$ cat src/rtl/dsp_resp_pkg.sv
package dsp_resp_pkg;
  localparam int BYTE_W = 8;
  localparam int LEN_W  = 16;

  localparam logic [1:0] WSEL_RESET = 2'd0;
  localparam logic [1:0] WSEL_CMD   = 2'd1;
  localparam logic [1:0] RSEL_WSTAT = 2'd1;
  localparam logic [1:0] RSEL_DATA  = 2'd2;
  localparam logic [1:0] RSEL_RSTAT = 2'd3;

  localparam logic [7:0] OP_DIRECT_OUT = 8'h10;
  localparam logic [7:0] OP_PLAY_SC    = 8'h14;
  localparam logic [7:0] OP_DIRECT_IN  = 8'h20;
  localparam logic [7:0] OP_REC_SC     = 8'h24;
  localparam logic [7:0] OP_TIMECONST  = 8'h40;
  localparam logic [7:0] OP_BLOCKSIZE  = 8'h48;
  localparam logic [7:0] OP_SPK_ON     = 8'hD1;
  localparam logic [7:0] OP_SPK_OFF    = 8'hD3;
  localparam logic [7:0] OP_SPK_QUERY  = 8'hD8;
  localparam logic [7:0] OP_INVERT     = 8'hE0;
  localparam logic [7:0] OP_VERSION    = 8'hE1;
  localparam logic [7:0] OP_TEST_WR    = 8'hE4;
  localparam logic [7:0] OP_TEST_RD    = 8'hE8;
  localparam logic [7:0] OP_FORCE_IRQ  = 8'hF2;

  localparam logic [7:0] RESET_ACK   = 8'hAA;
  localparam logic [7:0] SILENCE     = 8'h80;

  // number of parameter bytes following an opcode
  function automatic logic [1:0] param_count(input logic [7:0] op);
    case (op)
      OP_DIRECT_OUT, OP_TIMECONST, OP_INVERT, OP_TEST_WR: param_count = 2'd1;
      OP_PLAY_SC, OP_REC_SC, OP_BLOCKSIZE:                param_count = 2'd2;
      default:                                             param_count = 2'd0;
    endcase
  endfunction

  // {major, minor} reported for each version select code
  function automatic logic [15:0] version_word(input logic [1:0] sel);
    case (sel)
      2'd0:    version_word = 16'h0301;
      2'd1:    version_word = 16'h0201;
      2'd2:    version_word = 16'h0105;
      default: version_word = 16'h0000;
    endcase
  endfunction
endpackage

$ cat src/rtl/dsp_outq.sv
module dsp_outq #(
  parameter int DEPTH = 4,
  parameter int W     = 8,
  localparam int AW   = $clog2(DEPTH),
  localparam int CW   = $clog2(DEPTH + 1)
) (
  input  logic          clk,
  input  logic          rst_n,
  input  logic          flush,
  input  logic [1:0]    push_n,
  input  logic [W-1:0]  push_b0,
  input  logic [W-1:0]  push_b1,
  input  logic          pop,
  output logic [W-1:0]  head,
  output logic          nonempty,
  output logic [CW-1:0] free
);
  logic [W-1:0]  mem [DEPTH];
  logic [AW-1:0] rptr, wptr, base;
  logic [CW-1:0] count;
  logic          pop_eff;

  assign pop_eff  = pop && (count != '0);
  assign base     = flush ? '0 : wptr;
  assign nonempty = (count != '0);
  assign head     = mem[rptr];
  assign free     = CW'(DEPTH) - count;

  always_ff @(posedge clk) begin
    if (push_n != 2'd0) mem[base] <= push_b0;
    if (push_n == 2'd2) mem[base + AW'(1)] <= push_b1;
  end

  always_ff @(posedge clk or negedge rst_n) begin
    if (!rst_n) begin
      rptr  <= '0;
      wptr  <= '0;
      count <= '0;
    end else if (flush) begin
      rptr  <= '0;
      wptr  <= AW'(push_n);
      count <= CW'(push_n);
    end else begin
      rptr  <= rptr + AW'(pop_eff);
      wptr  <= wptr + AW'(push_n);
      count <= count + CW'(push_n) - CW'(pop_eff);
    end
  end

  // a push never exceeds the room the queue reports
  p_no_overflow_r2: assert property (@(posedge clk) disable iff (!rst_n)
    (!flush) |-> (CW'(push_n) <= free));
endmodule

$ cat src/rtl/dsp_cmd_parser.sv
module dsp_cmd_parser
  import dsp_resp_pkg::*;
#(
  parameter int FREE_W = 3
) (
  input  logic              clk,
  input  logic              rst_n,
  input  logic              clr,
  input  logic              in_valid,
  input  logic [7:0]        in_data,
  output logic              in_take,
  input  logic [1:0]        ver_sel,
  input  logic [FREE_W-1:0] free,
  output logic [1:0]        push_n,
  output logic [7:0]        push_b0,
  output logic [7:0]        push_b1,
  output logic              smp_valid,
  input  logic              smp_ready,
  output logic [7:0]        smp_data,
  output logic              dma_valid,
  input  logic              dma_ready,
  output logic [LEN_W:0]    dma_bytes,
  output logic              irq_set
);
  logic [1:0]  need;
  logic [7:0]  op_r, p_first, test_r;
  logic        spk_on;
  logic        exec;
  logic [7:0]  op_now;
  logic        smp_load, dma_load;
  logic [15:0] ver;

  assign in_take = in_valid && !smp_valid && !dma_valid && (free >= FREE_W'(2));
  assign op_now  = (need == 2'd0) ? in_data : op_r;
  assign exec    = in_take && (((need == 2'd0) && (param_count(in_data) == 2'd0)) ||
                               (need == 2'd1));
  assign ver     = version_word(ver_sel);

  always_comb begin
    push_n   = 2'd0;
    push_b0  = 8'h00;
    push_b1  = 8'h00;
    smp_load = 1'b0;
    dma_load = 1'b0;
    irq_set  = 1'b0;
    if (exec) begin
      case (op_now)
        OP_VERSION:   begin push_n = 2'd2; push_b0 = ver[15:8]; push_b1 = ver[7:0]; end
        OP_DIRECT_IN: begin push_n = 2'd1; push_b0 = SILENCE; end
        OP_INVERT:    begin push_n = 2'd1; push_b0 = ~in_data; end
        OP_TEST_RD:   begin push_n = 2'd1; push_b0 = test_r; end
        OP_SPK_QUERY: begin push_n = 2'd1; push_b0 = spk_on ? 8'hFF : 8'h00; end
        OP_REC_SC,
        OP_FORCE_IRQ: irq_set  = 1'b1;
        OP_DIRECT_OUT: smp_load = 1'b1;
        OP_PLAY_SC:   dma_load = 1'b1;
        default: ;
      endcase
    end
  end

  always_ff @(posedge clk or negedge rst_n) begin
    if (!rst_n) begin
      need      <= 2'd0;
      op_r      <= 8'h00;
      p_first   <= 8'h00;
      test_r    <= 8'h00;
      spk_on    <= 1'b0;
      smp_valid <= 1'b0;
      smp_data  <= 8'h00;
      dma_valid <= 1'b0;
      dma_bytes <= '0;
    end else if (clr) begin
      need      <= 2'd0;
      spk_on    <= 1'b0;
      smp_valid <= 1'b0;
      dma_valid <= 1'b0;
    end else begin
      if (in_take) begin
        if (need == 2'd0) begin
          op_r <= in_data;
          need <= param_count(in_data);
        end else begin
          if (need == 2'd2) p_first <= in_data;
          need <= need - 2'd1;
        end
      end
      if (exec) begin
        case (op_now)
          OP_SPK_ON:  spk_on <= 1'b1;
          OP_SPK_OFF: spk_on <= 1'b0;
          OP_TEST_WR: test_r <= in_data;
          default: ;
        endcase
      end
      if (smp_load) begin
        smp_valid <= 1'b1;
        smp_data  <= in_data;
      end else if (smp_ready) begin
        smp_valid <= 1'b0;
      end
      if (dma_load) begin
        dma_valid <= 1'b1;
        dma_bytes <= {1'b0, in_data, p_first} + (LEN_W+1)'(1);
      end else if (dma_ready) begin
        dma_valid <= 1'b0;
      end
    end
  end

  // a stalled sample stays offered and unchanged
  p_smp_hold_r4: assert property (@(posedge clk) disable iff (!rst_n)
    (smp_valid && !smp_ready && !clr) |=> (smp_valid && $stable(smp_data)));
  // a stalled playback request stays offered and unchanged
  p_dma_hold_r5: assert property (@(posedge clk) disable iff (!rst_n)
    (dma_valid && !dma_ready && !clr) |=> (dma_valid && $stable(dma_bytes)));
endmodule

$ cat src/rtl/legacy_dsp_responder.sv
module legacy_dsp_responder
  import dsp_resp_pkg::*;
#(
  parameter int OQ_DEPTH = 4,
  localparam int FREE_W  = $clog2(OQ_DEPTH + 1)
) (
  input  logic             clk,
  input  logic             rst_n,
  input  logic             hw_en,
  input  logic [1:0]       hw_sel,
  input  logic [7:0]       hw_data,
  input  logic             hr_en,
  input  logic [1:0]       hr_sel,
  output logic [7:0]       hr_data,
  input  logic [1:0]       ver_sel,
  output logic             smp_valid,
  input  logic             smp_ready,
  output logic [7:0]       smp_data,
  output logic             dma_valid,
  input  logic             dma_ready,
  output logic [LEN_W:0]   dma_bytes,
  input  logic             blk_done,
  output logic             irq
);
  logic              rst_arm, soft_rst;
  logic              hold_v, busy, in_take, accept;
  logic [7:0]        hold_d;
  logic [1:0]        p_push_n, q_push_n;
  logic [7:0]        p_b0, p_b1, q_b0;
  logic              pop, q_nonempty, irq_set;
  logic [7:0]        q_head, last_rd;
  logic [FREE_W-1:0] q_free;

  assign soft_rst = hw_en && (hw_sel == WSEL_RESET) && !hw_data[0] && rst_arm;
  assign busy     = hold_v || rst_arm;
  assign accept   = hw_en && (hw_sel == WSEL_CMD) && !busy;
  assign pop      = hr_en && (hr_sel == RSEL_DATA);

  always_ff @(posedge clk or negedge rst_n) begin
    if (!rst_n) begin
      rst_arm <= 1'b0;
      hold_v  <= 1'b0;
      hold_d  <= 8'h00;
      last_rd <= 8'h00;
      irq     <= 1'b0;
    end else begin
      if (hw_en && (hw_sel == WSEL_RESET)) rst_arm <= hw_data[0];
      if (soft_rst)      hold_v <= 1'b0;
      else if (accept) begin
        hold_v <= 1'b1;
        hold_d <= hw_data;
      end else if (in_take) hold_v <= 1'b0;
      if (pop && q_nonempty) last_rd <= q_head;
      if (soft_rst)                  irq <= 1'b0;
      else if (blk_done || irq_set)  irq <= 1'b1;
      else if (pop)                  irq <= 1'b0;
    end
  end

  dsp_cmd_parser #(.FREE_W(FREE_W)) parser_i (
    .clk(clk), .rst_n(rst_n), .clr(soft_rst),
    .in_valid(hold_v), .in_data(hold_d), .in_take(in_take),
    .ver_sel(ver_sel), .free(q_free),
    .push_n(p_push_n), .push_b0(p_b0), .push_b1(p_b1),
    .smp_valid(smp_valid), .smp_ready(smp_ready), .smp_data(smp_data),
    .dma_valid(dma_valid), .dma_ready(dma_ready), .dma_bytes(dma_bytes),
    .irq_set(irq_set)
  );

  assign q_push_n = soft_rst ? 2'd1 : p_push_n;
  assign q_b0     = soft_rst ? RESET_ACK : p_b0;

  dsp_outq #(.DEPTH(OQ_DEPTH), .W(BYTE_W)) outq_i (
    .clk(clk), .rst_n(rst_n), .flush(soft_rst),
    .push_n(q_push_n), .push_b0(q_b0), .push_b1(p_b1),
    .pop(pop), .head(q_head), .nonempty(q_nonempty), .free(q_free)
  );

  always_comb begin
    case (hr_sel)
      RSEL_WSTAT: hr_data = {busy, 7'h00};
      RSEL_DATA:  hr_data = q_nonempty ? q_head : last_rd;
      RSEL_RSTAT: hr_data = {q_nonempty, 7'h00};
      default:    hr_data = 8'hFF;
    endcase
  end

  // completing the reset sequence leaves a reply waiting
  p_reset_ack_r1: assert property (@(posedge clk) disable iff (!rst_n)
    soft_rst |=> q_nonempty);
  // a finished block always raises the flag
  p_irq_set_r6: assert property (@(posedge clk) disable iff (!rst_n)
    (blk_done && !soft_rst) |=> irq);
  // a write made while busy never replaces the held byte
  p_busy_ignore_r8: assert property (@(posedge clk) disable iff (!rst_n)
    (hw_en && (hw_sel == WSEL_CMD) && hold_v && !in_take && !soft_rst) |=> $stable(hold_d));
endmodule

$ cat config.mk
export PLATFORM = sky130hd
export DESIGN_NAME = legacy_dsp_responder
export DESIGN_NICKNAME = d
export VERILOG_FILES = /design/src/rtl/dsp_resp_pkg.sv /design/src/rtl/dsp_outq.sv /design/src/rtl/dsp_cmd_parser.sv /design/src/rtl/legacy_dsp_responder.sv
export SDC_FILE = /design/constraint.sdc
export NUM_CORES = 1
export LEC_CHECK = 0
export CAP_MARGIN = 15
export CORE_ASPECT_RATIO = 1.1
export CORE_MARGIN = 3
export CORE_UTILIZATION = 36
export CTS_CLUSTER_DIAMETER = 150
export CTS_CLUSTER_SIZE = 14
export DETAILED_ROUTE_END_ITERATION = 6
export PLACE_DENSITY = 0.61
export SLEW_MARGIN = 20
export SYNTH_ARGS = -nofsm -noshare
export SYNTH_HDL_FRONTEND = slang
export SYNTH_SLANG_ARGS = --single-unit
$ cat constraint.sdc
create_clock -name clk -period 3.9 [get_ports clk]
set_input_delay 0.78 -clock clk [delete_from_list [all_inputs] [get_ports clk]]
set_output_delay 0.78 -clock clk [all_outputs]
set_load 0.01 [all_outputs]
After elaboration in Yosys (flattened, before gate mapping)
Memory sizes are Yosys's and may differ from the RTL's.
Cells that the tools add are included.
{"block": "totals", "register_bits": 80, "mem_bits_rw": 32, "input_bits": 21, "out_inout_bits": 36, "word_cells": 147, "memories": 1}
{"block": "classes", "add_sub_neg": 8, "order_cmp": 1, "eq_ne": 28, "mux": 46, "n_bitwise": 3, "n_reduce_logical": 43}
{"memory": "outq_i.mem", "depth": 4, "width": 8, "rd": 1, "rd_clocked_by_memory_dff": 0, "wr": 2, "line": "dsp_outq.sv:18", "source": "logic [W-1:0] mem [DEPTH];"}
{"cell": "$eq 8x8->1 const B", "count": 10}
{"cell": "$mux 8", "count": 7}
{"cell": "$pmux 8 s5", "count": 1}
{"cell": "$eq 8x5->1 const B", "count": 4}
{"cell": "$pmux 10 s3", "count": 1}
{"cell": "$eq 8x6->1 const B", "count": 3}
{"cell": "$mux 1", "count": 24}
{"cell": "$pmux 8 s3", "count": 1}
{"cell": "$reduce_bool 3->1", "count": 6}
{"cell": "$add 16x1->17 const B", "count": 1}
{"cell": "$eq 8x7->1 const B", "count": 2}
{"cell": "$mux 2", "count": 8}
{"cell": "$logic_and 1x1->1", "count": 12}
{"cell": "$eq 2x2->1 const B", "count": 5}
{"cell": "$reduce_and 2->1", "count": 5}
{"cell": "$eq 2x1->1 const B", "count": 4}
{"cell": "$logic_not 2->1", "count": 4}
{"cell": "$not 8->8", "count": 1}
{"cell": "$pmux 2 s2", "count": 2}
{"cell": "$reduce_or 4->1", "count": 2}
{"cell": "$reduce_bool 2->1", "count": 3}
{"cell": "$logic_not 1->1", "count": 4}
{"cell": "$reduce_and 4->1", "count": 1}
{"cell": "$add 3x2->3", "count": 1}
{"cell": "other kinds (14)", "count": 17}

Longest topological paths before layout
Gate-level depths: netlist of the first run.
{"block": "depth", "depth_word": 12, "mapped_depth": 16, "ltp_nobuf": 15}

Hierarchy
From an unflattened synthesis of the first run, not the netlist that was laid out.
{"block": "hier_totals", "cells_unflattened": 517, "hier_area_um2": 6276.0}
{"mod": "dsp_cmd_parser", "n_inst": 1, "cells_per_inst": 295, "area_per_inst_um2": 3150.5, "seq_area_each_um2": 1351.3}
{"mod": "dsp_outq", "n_inst": 1, "cells_per_inst": 139, "area_per_inst_um2": 2090.8, "seq_area_each_um2": 1136.1}
{"mod": "legacy_dsp_responder", "n_inst": 1, "cells_per_inst": 83, "area_per_inst_um2": 1034.7, "seq_area_each_um2": 475.5}

Worst setup path before layout of the first run
Ideal clock, no wire load.
{"block": "synth_path", "path_kind": "register to register", "start": "register parser_i.need[0]", "end": "register outq_i.count[2]", "setup_time_ns": 0.132, "arrival_time_ns": 3.051, "required_time_ns": 3.768, "setup_slack_ns": 0.717, "path_stages_with_launch": 15, "path_buffers": 1, "synth_period_minus_slack_ns": 3.183, "path_cell_list": "dfrtp_1 > buf_4 > or4b_1 > o31ai_2 > nand4_2 > and2_0 > o21ai_0 > inv_1 > ha_1 > inv_1 > ha_1 > fa_1 > xnor2_1 > xnor2_1 > nor2_1"}
{"block": "synth_between", "elab_chain_len": 10, "word_cells_on_any_way": 18, "classes_between": "add/sub: 2; eq/ne: 6; mux: 5; reduce/logical: 5"}
{"item": "from (decl)", "line": "dsp_cmd_parser.sv:25", "source": "logic [1:0] need;"}
{"item": "from (signal assigned)", "line": "dsp_cmd_parser.sv:82", "source": "need <= param_count(in_data);"}
{"item": "from (signal assigned)", "line": "dsp_cmd_parser.sv:85", "source": "need <= need - 2'd1;"}
{"item": "$logic_not 2->1", "line": "dsp_cmd_parser.sv:34, dsp_cmd_parser.sv:35"}
{"item": "$mux 8", "line": "dsp_cmd_parser.sv:34", "source": "assign op_now = (need == 2'd0) ? in_data : op_r;"}
{"item": "$eq 8x6->1 or $eq 8x8->1 (tied branches)", "line": "dsp_cmd_parser.sv:47", "source": "case (op_now)"}
{"item": "$reduce_or 4->1 (no line)"}
{"item": "$pmux 2 s2", "line": "dsp_cmd_parser.sv:47"}
{"item": "$mux 2 (*)", "line": "dsp_cmd_parser.sv:46", "source": "if (exec) begin"}
{"item": "$mux 2 (*)", "line": "legacy_dsp_responder.sv:70", "source": "assign q_push_n = soft_rst ? 2'd1 : p_push_n;"}
{"item": "$add 3x2->3 (*)", "line": "dsp_outq.sv:46", "source": "count <= count + CW'(push_n) - CW'(pop_eff);"}
{"item": "$sub 3x1->3 (*)", "line": "dsp_outq.sv:46"}
{"item": "$mux 3 (*)", "line": "dsp_outq.sv:39", "source": "end else if (flush) begin"}
{"item": "to (signal assigned)", "line": "dsp_outq.sv:42", "source": "count <= CW'(push_n);"}
{"item": "to (signal assigned)", "line": "dsp_outq.sv:46"}
{"item": "to (decl)", "line": "dsp_outq.sv:20", "source": "logic [CW-1:0] count;"}
Every way passes the cells marked *; elsewhere a longest branch is shown, timed or not.
A chain may end at the register's enable or synchronous reset.

Worst setup path after layout of the first run
Ends and elaborated chain as after synthesis.

==> metrics.cfg, run 1 <==
[status]
run_status=finished clean

[place]
globalplace.congestion=0.906
place_hpwl_um=11100
place_inst=801
dpl_worst_slack_ns=0.445
io_buffers=56
placedInstanceArea_um2=6890

[floorplanning]
ios=57
die_y_um=142
fp.dieArea_um2=18400
initial_utilization_pct=36.9
rows=49
coreArea_um2=16400
fp.dieW_um=130

[logic_synthesis]
syn_inst=555
avgSynthCellArea_um2=10.9
yosysWarnings=0
synth_area_um2=6070
synth_edf_count=8
synthArstFlopShare_pct=71.4
yosysUniqueCellTypes=75
synth_nets=586
ys.flop_type=dfrtp_1
ys_ff_latch=112
seq_area_frac_synth_pct=44.9

[pwr]
switchingPower_mw=2.02
comb_power_share_pct=44.0
total_power_mw=4.99
ir_worst_vdd_uv=253
power_leakage_nw=2.96
swShare_pct=40.4
seq_power_share_pct=38.9
p_per_area_nw_per_um2=696
p_clk_share_pct=17.2
intPower_mw=2.97

[global_routing]
grt_util_all_layers_pct=17.0
grt_max_degree=81
antenna_found_initial=0
grt_pass1_wl_um=24700
grt-ovfl-total=0
grt_pass1_vias=4620

[drt]
dr.pass1.iters=5
antenna_violating_nets_post_route=0
drtIter0Drc=434
remaining_drc_errors=0
drt_wl_total_um=15000
vias=4545
wl_per_cell_um=18.4
routed_via_density=5.56

[clock_tree]
postCtsSetupBuffers=0
htree_levels=3
cts_max_path_buffers=2
cts_tree=yes
cts_buffers=9
clkSlewWorstSetupHoldPaths_ns=0.07
cts_root_buf=clkbuf_16
cts_num_sinks=112
insertion_delay_ns=0.36
hold_buffers=0
post_cts_resized=0

[setup_path]
crit_path_max_incr_delay_ns=0.63
cp_cell_sequence=nor2_1, o31ai_2, nand4_2, and2_0, o21ai_0, inv_1, ha_1, inv_1, ha_1, fa_1, xnor2_1, xnor2_1, nor2_1
path_max_fanout=15
crit_slowest_cell=dfrtp_1
cp.arrival_ns=3.71
reg2reg_from=parser_i.need[0]
critPathCaptureType=register
worst-setup-path-type=reg -> reg
startpoint_type=register
crit_start=parser_i.need[0]
cp.required_ns=4.14

[layout]
layout-drive-gt1-share_pct=19.1
area_growth_pct=18.2
final_core_util_pct=43.6
diodes=0
nNetsFinal=639
finalInstanceArea_um2=7170
fill_cells=1551
fin_cells=817

[timing]
finalCritPeriodShare_pct=88.8
setup_viol=0
hold_slack_ns=0.464
drv_slew=0
setup_slack_ns=0.438
fmax_mhz=289
final.setup_skew_ns=0.0101
tightest_slew_ns=0.805
tns_ns=0
rsz0062_at_grt=no
relSlewSlack_pct=46.1
hold_viol=0
min_period_ns=3.46

[job]
drv_cap=0

[min_path]
hold_class=in -> async

-- Yosys cell counts, drive strengths merged, types with 9 or more instances --
| master | number | area (um^2) |
|---|---|---|
| a21oi | 29 | 149 |
| nor2 | 41 | 161 |
| nand2 | 42 | 158 |
| nor3 | 11 | 60.1 |
| xor2 | 12 | 105 |
| dfrtp | 80 | 2000 |
| nand3 | 16 | 100 |
| dfxtp | 24 | 480 |
| inv | 17 | 63.8 |
| mux2i | 25 | 250 |
| mux2 | 51 | 634 |
| a211oi | 10 | 75.1 |
| clkbuf | 23 | 86.3 |
| xnor2 | 12 | 105 |
| nand4 | 17 | 119 |
| o21ai | 16 | 83.8 |
| ha | 9 | 113 |
| buf | 11 | 60.1 |
-- cells by family after synthesis --
family	count (synthesis)	share of synthesized area [%]
AO/OA/AOI/OAI	101	12.4
XOR/XNOR	24	3.47
adder cells (fa/ha/maj)	10	2.19
buffers and inverters	51	3.47
flip-flops	112	44.9
multiplexers	84	17.6
AND/OR/NAND/NOR	173	16.0
-- flip-flops by register name (all words and copies together), names as in the netlist --
register	count
outq_i.mem	32
parser_i.dma_bytes	17
hold_d	8
last_rd	8
parser_i.op_r	8
parser_i.p_first	8
parser_i.smp_data	8
parser_i.test_r	8
outq_i.count	3
outq_i.rptr	2
outq_i.wptr	2
parser_i.need	2
hold_v	1
irq	1
parser_i.dma_valid	1
parser_i.smp_valid	1
parser_i.spk_on	1
rst_arm	1
-- worst paths after layout --
path                                    end  slack, ns  cells after the start
max                         outq_i.count[2]       0.44                     13
min                         outq_i.count[2]       0.46                      1
max reg2reg                 outq_i.count[2]       0.44                     13
min reg2reg                outq_i.mem[3][5]       0.46                      2
max in group asynchronous         hold_d[2]       2.91                      1
min in group clk           outq_i.mem[3][5]       0.46                      2
-- critical path, delay by kind of cell, from the launching register on --
kind                       cells  cell delay [ns]
and+or+nand+nor                4             0.77
AOI/OAI and AO/OA              2             0.66
adders and majority gates      3             0.84
DFF                            1             0.63
xor gates and xnor gates       2             0.35
buffers and inverters          2             0.11
-- power by group through the flow --
| stage | clock (mW) | sequential, mW | combinational (mW) |
|---|---|---|---|
| 3_5_place_dp | 0 | 1.96 | 2.19 |
| 3_3_place_gp | 0 | 1.95 | 2.16 |
| 5_1_grt | 0.933 | 2.00 | 2.39 |
| 6_report | 0.856 | 1.94 | 2.19 |
| 2_1_floorplan | 0 | 1.75 | 1.64 |
| 4_1_cts | 0.888 | 1.94 | 2.20 |
-- per-layer routing --
metal  up-vias  part of all wire (%)  wire, um  GRT usage [%]
met1      2244                    44      6550           21.6
met5         -                     0         0              0
met4         0                   1.9       286           5.74
met2       127                    51      7610           29.2
met3        25                   3.7       558           2.74
li1       2149                     -         -              -
-- area by class of cell --
cell class,instances,area (um^2),share of cell area (%)
Clock buffer,9,225,3.14
Clock inverter,7,45.0,0.628
Sequential cell,112,2720,38.0
Inverter,17,63.8,0.890
Tap cell,204,255,3.56
Multi-Input combinational cell,392,3140,43.9
Timing Repair Buffer,76,712,9.93
-- layout by cell type, fill, tap and decap left out, types with 4 or more instances in the layout --
master,netlist,layout
nor3_1,10,10
a211oi_1,10,10
o21ai_0,8,8
inv_1,17,17
dfxtp_1,24,24
a32o_1,6,6
nor3b_1,6,6
nand2_1,42,42
mux2i_1,25,25
a21oi_1,28,28
nand3_2,4,4
xnor2_1,12,12
xor2_1,12,12
nand3b_1,6,6
edfxtp_1,8,8
o22ai_1,8,8
nand3_1,12,12
clkbuf_16,0,9
mux2_4,16,16
o21ai_1,7,7
clkdlybuf4s50_1,0,55
mux2_2,34,34
mux4_2,8,8
ha_1,9,9
and2_1,4,4
nor2_1,40,39
nand2b_1,4,4
buf_4,2,20
dfrtp_1,80,80
nor4b_1,4,4
nand4_1,15,15
Note: power is estimated with default switching activity, not from simulation.
==> inputs of run 2 (changes only) <==
--- a/config.mk
+++ b/config.mk
@@ -9,7 +9,6 @@
 export CORE_ASPECT_RATIO = 1.1
 export CORE_MARGIN = 3
 export CORE_UTILIZATION = 36
-export CTS_CLUSTER_DIAMETER = 150
 export CTS_CLUSTER_SIZE = 14
 export DETAILED_ROUTE_END_ITERATION = 6
 export PLACE_DENSITY = 0.61
==> results of run 2 <==
Same layout as run 1: the final DEF is identical, and so are final timing and power.
==> inputs of run 3 (changes only) <==
--- a/config.mk
+++ b/config.mk
@@ -9,9 +9,11 @@
 export CORE_ASPECT_RATIO = 1.1
 export CORE_MARGIN = 3
 export CORE_UTILIZATION = 36
+export CTS_BUF_LIST = sky130_fd_sc_hd__clkbuf_8
 export CTS_CLUSTER_SIZE = 14
 export DETAILED_ROUTE_END_ITERATION = 6
 export PLACE_DENSITY = 0.61
+export SKIP_LAST_GASP = 1
 export SLEW_MARGIN = 20
 export SYNTH_ARGS = -nofsm -noshare
 export SYNTH_HDL_FRONTEND = slang
==> metrics.cfg, run 3 (synthesis results as in run 1) <==
[timing]
relSlewSlack_pct=46.7
rsz0062_at_grt=no
finalCritPeriodShare_pct=88.9
hold_slack_ns=0.432
drv_slew=0
min_period_ns=3.47
setup_viol=0
tightest_slew_ns=0.796
tns_ns=0
final.setup_skew_ns=0.0112
fmax_mhz=288
hold_viol=0

[floorplanning]
rows=49
ios=57
die_y_um=142
initial_utilization_pct=36.9
coreArea_um2=16400
fp.dieArea_um2=18400
fp.dieW_um=130

[drt]
drtIter0Drc=384
wl_per_cell_um=18.3
drt_wl_total_um=15000
dr.pass1.iters=5
remaining_drc_errors=0
routed_via_density=5.51
vias=4505
antenna_violating_nets_post_route=0

[clock_tree]
hold_buffers=0
postCtsSetupBuffers=0
cts_buffers=9
insertion_delay_ns=0.38
cts_max_path_buffers=2
cts_num_sinks=112
post_cts_resized=0
clkSlewWorstSetupHoldPaths_ns=0.10
htree_levels=3
cts_root_buf=clkbuf_8
cts_tree=yes

[setup_path]
cp.arrival_ns=3.74
reg2reg_from=hold_d[4]
crit_family=compound AO/OA/AOI/OAI gates
cp_cell_sequence=buf_4, nor3b_1, a31oi_2, o41a_1, nand2_1, o21ai_0, inv_1, ha_1, inv_1, ha_1, fa_1, xnor2_1, xnor2_1, nor2_1
worst-setup-path-type=reg -> reg
path_buf_inv=3
path_max_fanout=12
startpoint_type=register
crit_slowest_cell=dfrtp_1
critPathCaptureType=register
crit_path_max_incr_delay_ns=0.67
r2r_cells=14
path_depth=14
cp.required_ns=4.18
crit_start=hold_d[4]

[pwr]
swShare_pct=41.9
power_leakage_nw=2.91
ir_worst_vdd_uv=252
comb_power_share_pct=46.2
seq_power_share_pct=40.6
p_clk_share_pct=13.2
p_per_area_nw_per_um2=674
switchingPower_mw=2.00
total_power_mw=4.76
intPower_mw=2.77

[global_routing]
antenna_found_initial=0
grt-ovfl-total=0
grt_max_degree=81
grt_util_all_layers_pct=16.9
grt_pass1_vias=4625
grt_pass1_wl_um=24600

[place]
place_inst=801
place_hpwl_um=11100
io_buffers=56
globalplace.congestion=0.906

[layout]
most-common-layout-cells=dfrtp_1 (80), clkdlybuf4s50_1 (55), nand2_1 (42), nor2_1 (39), mux2_2 (34)
fin_cells=817
diodes=0
top_regs=outq_i.mem: 32 flops, parser_i.dma_bytes: 17 flops
largest_reg_flops=32
layout-drive-gt1-share_pct=19.1
regMostFlops=outq_i.mem
layout_commonest_cell=dfrtp_1
nNetsFinal=639
area_growth_pct=16.5
fill_cells=1571

[status]
run_status=finished clean

[job]
drv_cap=0

[min_path]
hold_class=in -> async

[run 3: cell counts in the layout (fill, tap and decap cells not counted)]
No cell type changed its count.
[run 3: metrics by stage]
step / util [%] / area, um^2 / setup slack [ns]
6_report: 43.0 / 7070 / 0.434
4_1_cts: 43.0 / 7060 / 0.446
3_3_place_gp: 41.9 / 6890 / 0.525
2_1_floorplan: - / 6070 / 0.717
3_5_place_dp: 41.9 / 6890 / 0.445
5_1_grt: 43.0 / 7070 / 0.134
[run 3: per-layer routing]
| metal | vias to the layer above | part of all wire, % | global-route usage, % |
|---|---|---|---|
| met2 | 113 | 51 | 29.2 |
| li1 | 2144 | - | - |
| met1 | 2225 | 44 | 21.4 |
| met5 | - | 0 | 0 |
| met4 | 0 | 1.8 | 5.20 |
| met3 | 23 | 3.6 | 3.19 |
[run 3: final cells by class]
class                      count  area [um^2]  area share, %
clock buffer                   9          124           1.75
clock inverter                 7         45.0          0.637
inverter                      17         63.8          0.903
multi-input combinational    392         3140           44.5
sequential                   112         2720           38.5
tap                          204          255           3.61
timing repair buffer          76          712           10.1
[run 3: power groups by stage]
stage	combinational (mW)	sequential [mW]	clock, mW
floorplan	1.64	1.75	0
global placement	2.16	1.95	0
detailed placement	2.19	1.96	0
CTS	2.20	1.94	0.660
global route	2.39	2.00	0.703
finish	2.20	1.94	0.627
[run 3: final timing paths]
check	end	slack (ns)
setup / recovery	outq_i.count[2]	0.43
hold / removal	outq_i.count[2]	0.43
setup reg to reg	outq_i.count[2]	0.43
hold reg to reg	outq_i.mem[3][5]	0.47
max in group asynchronous	hold_d[2]	2.95
min in group clk	outq_i.mem[3][5]	0.47
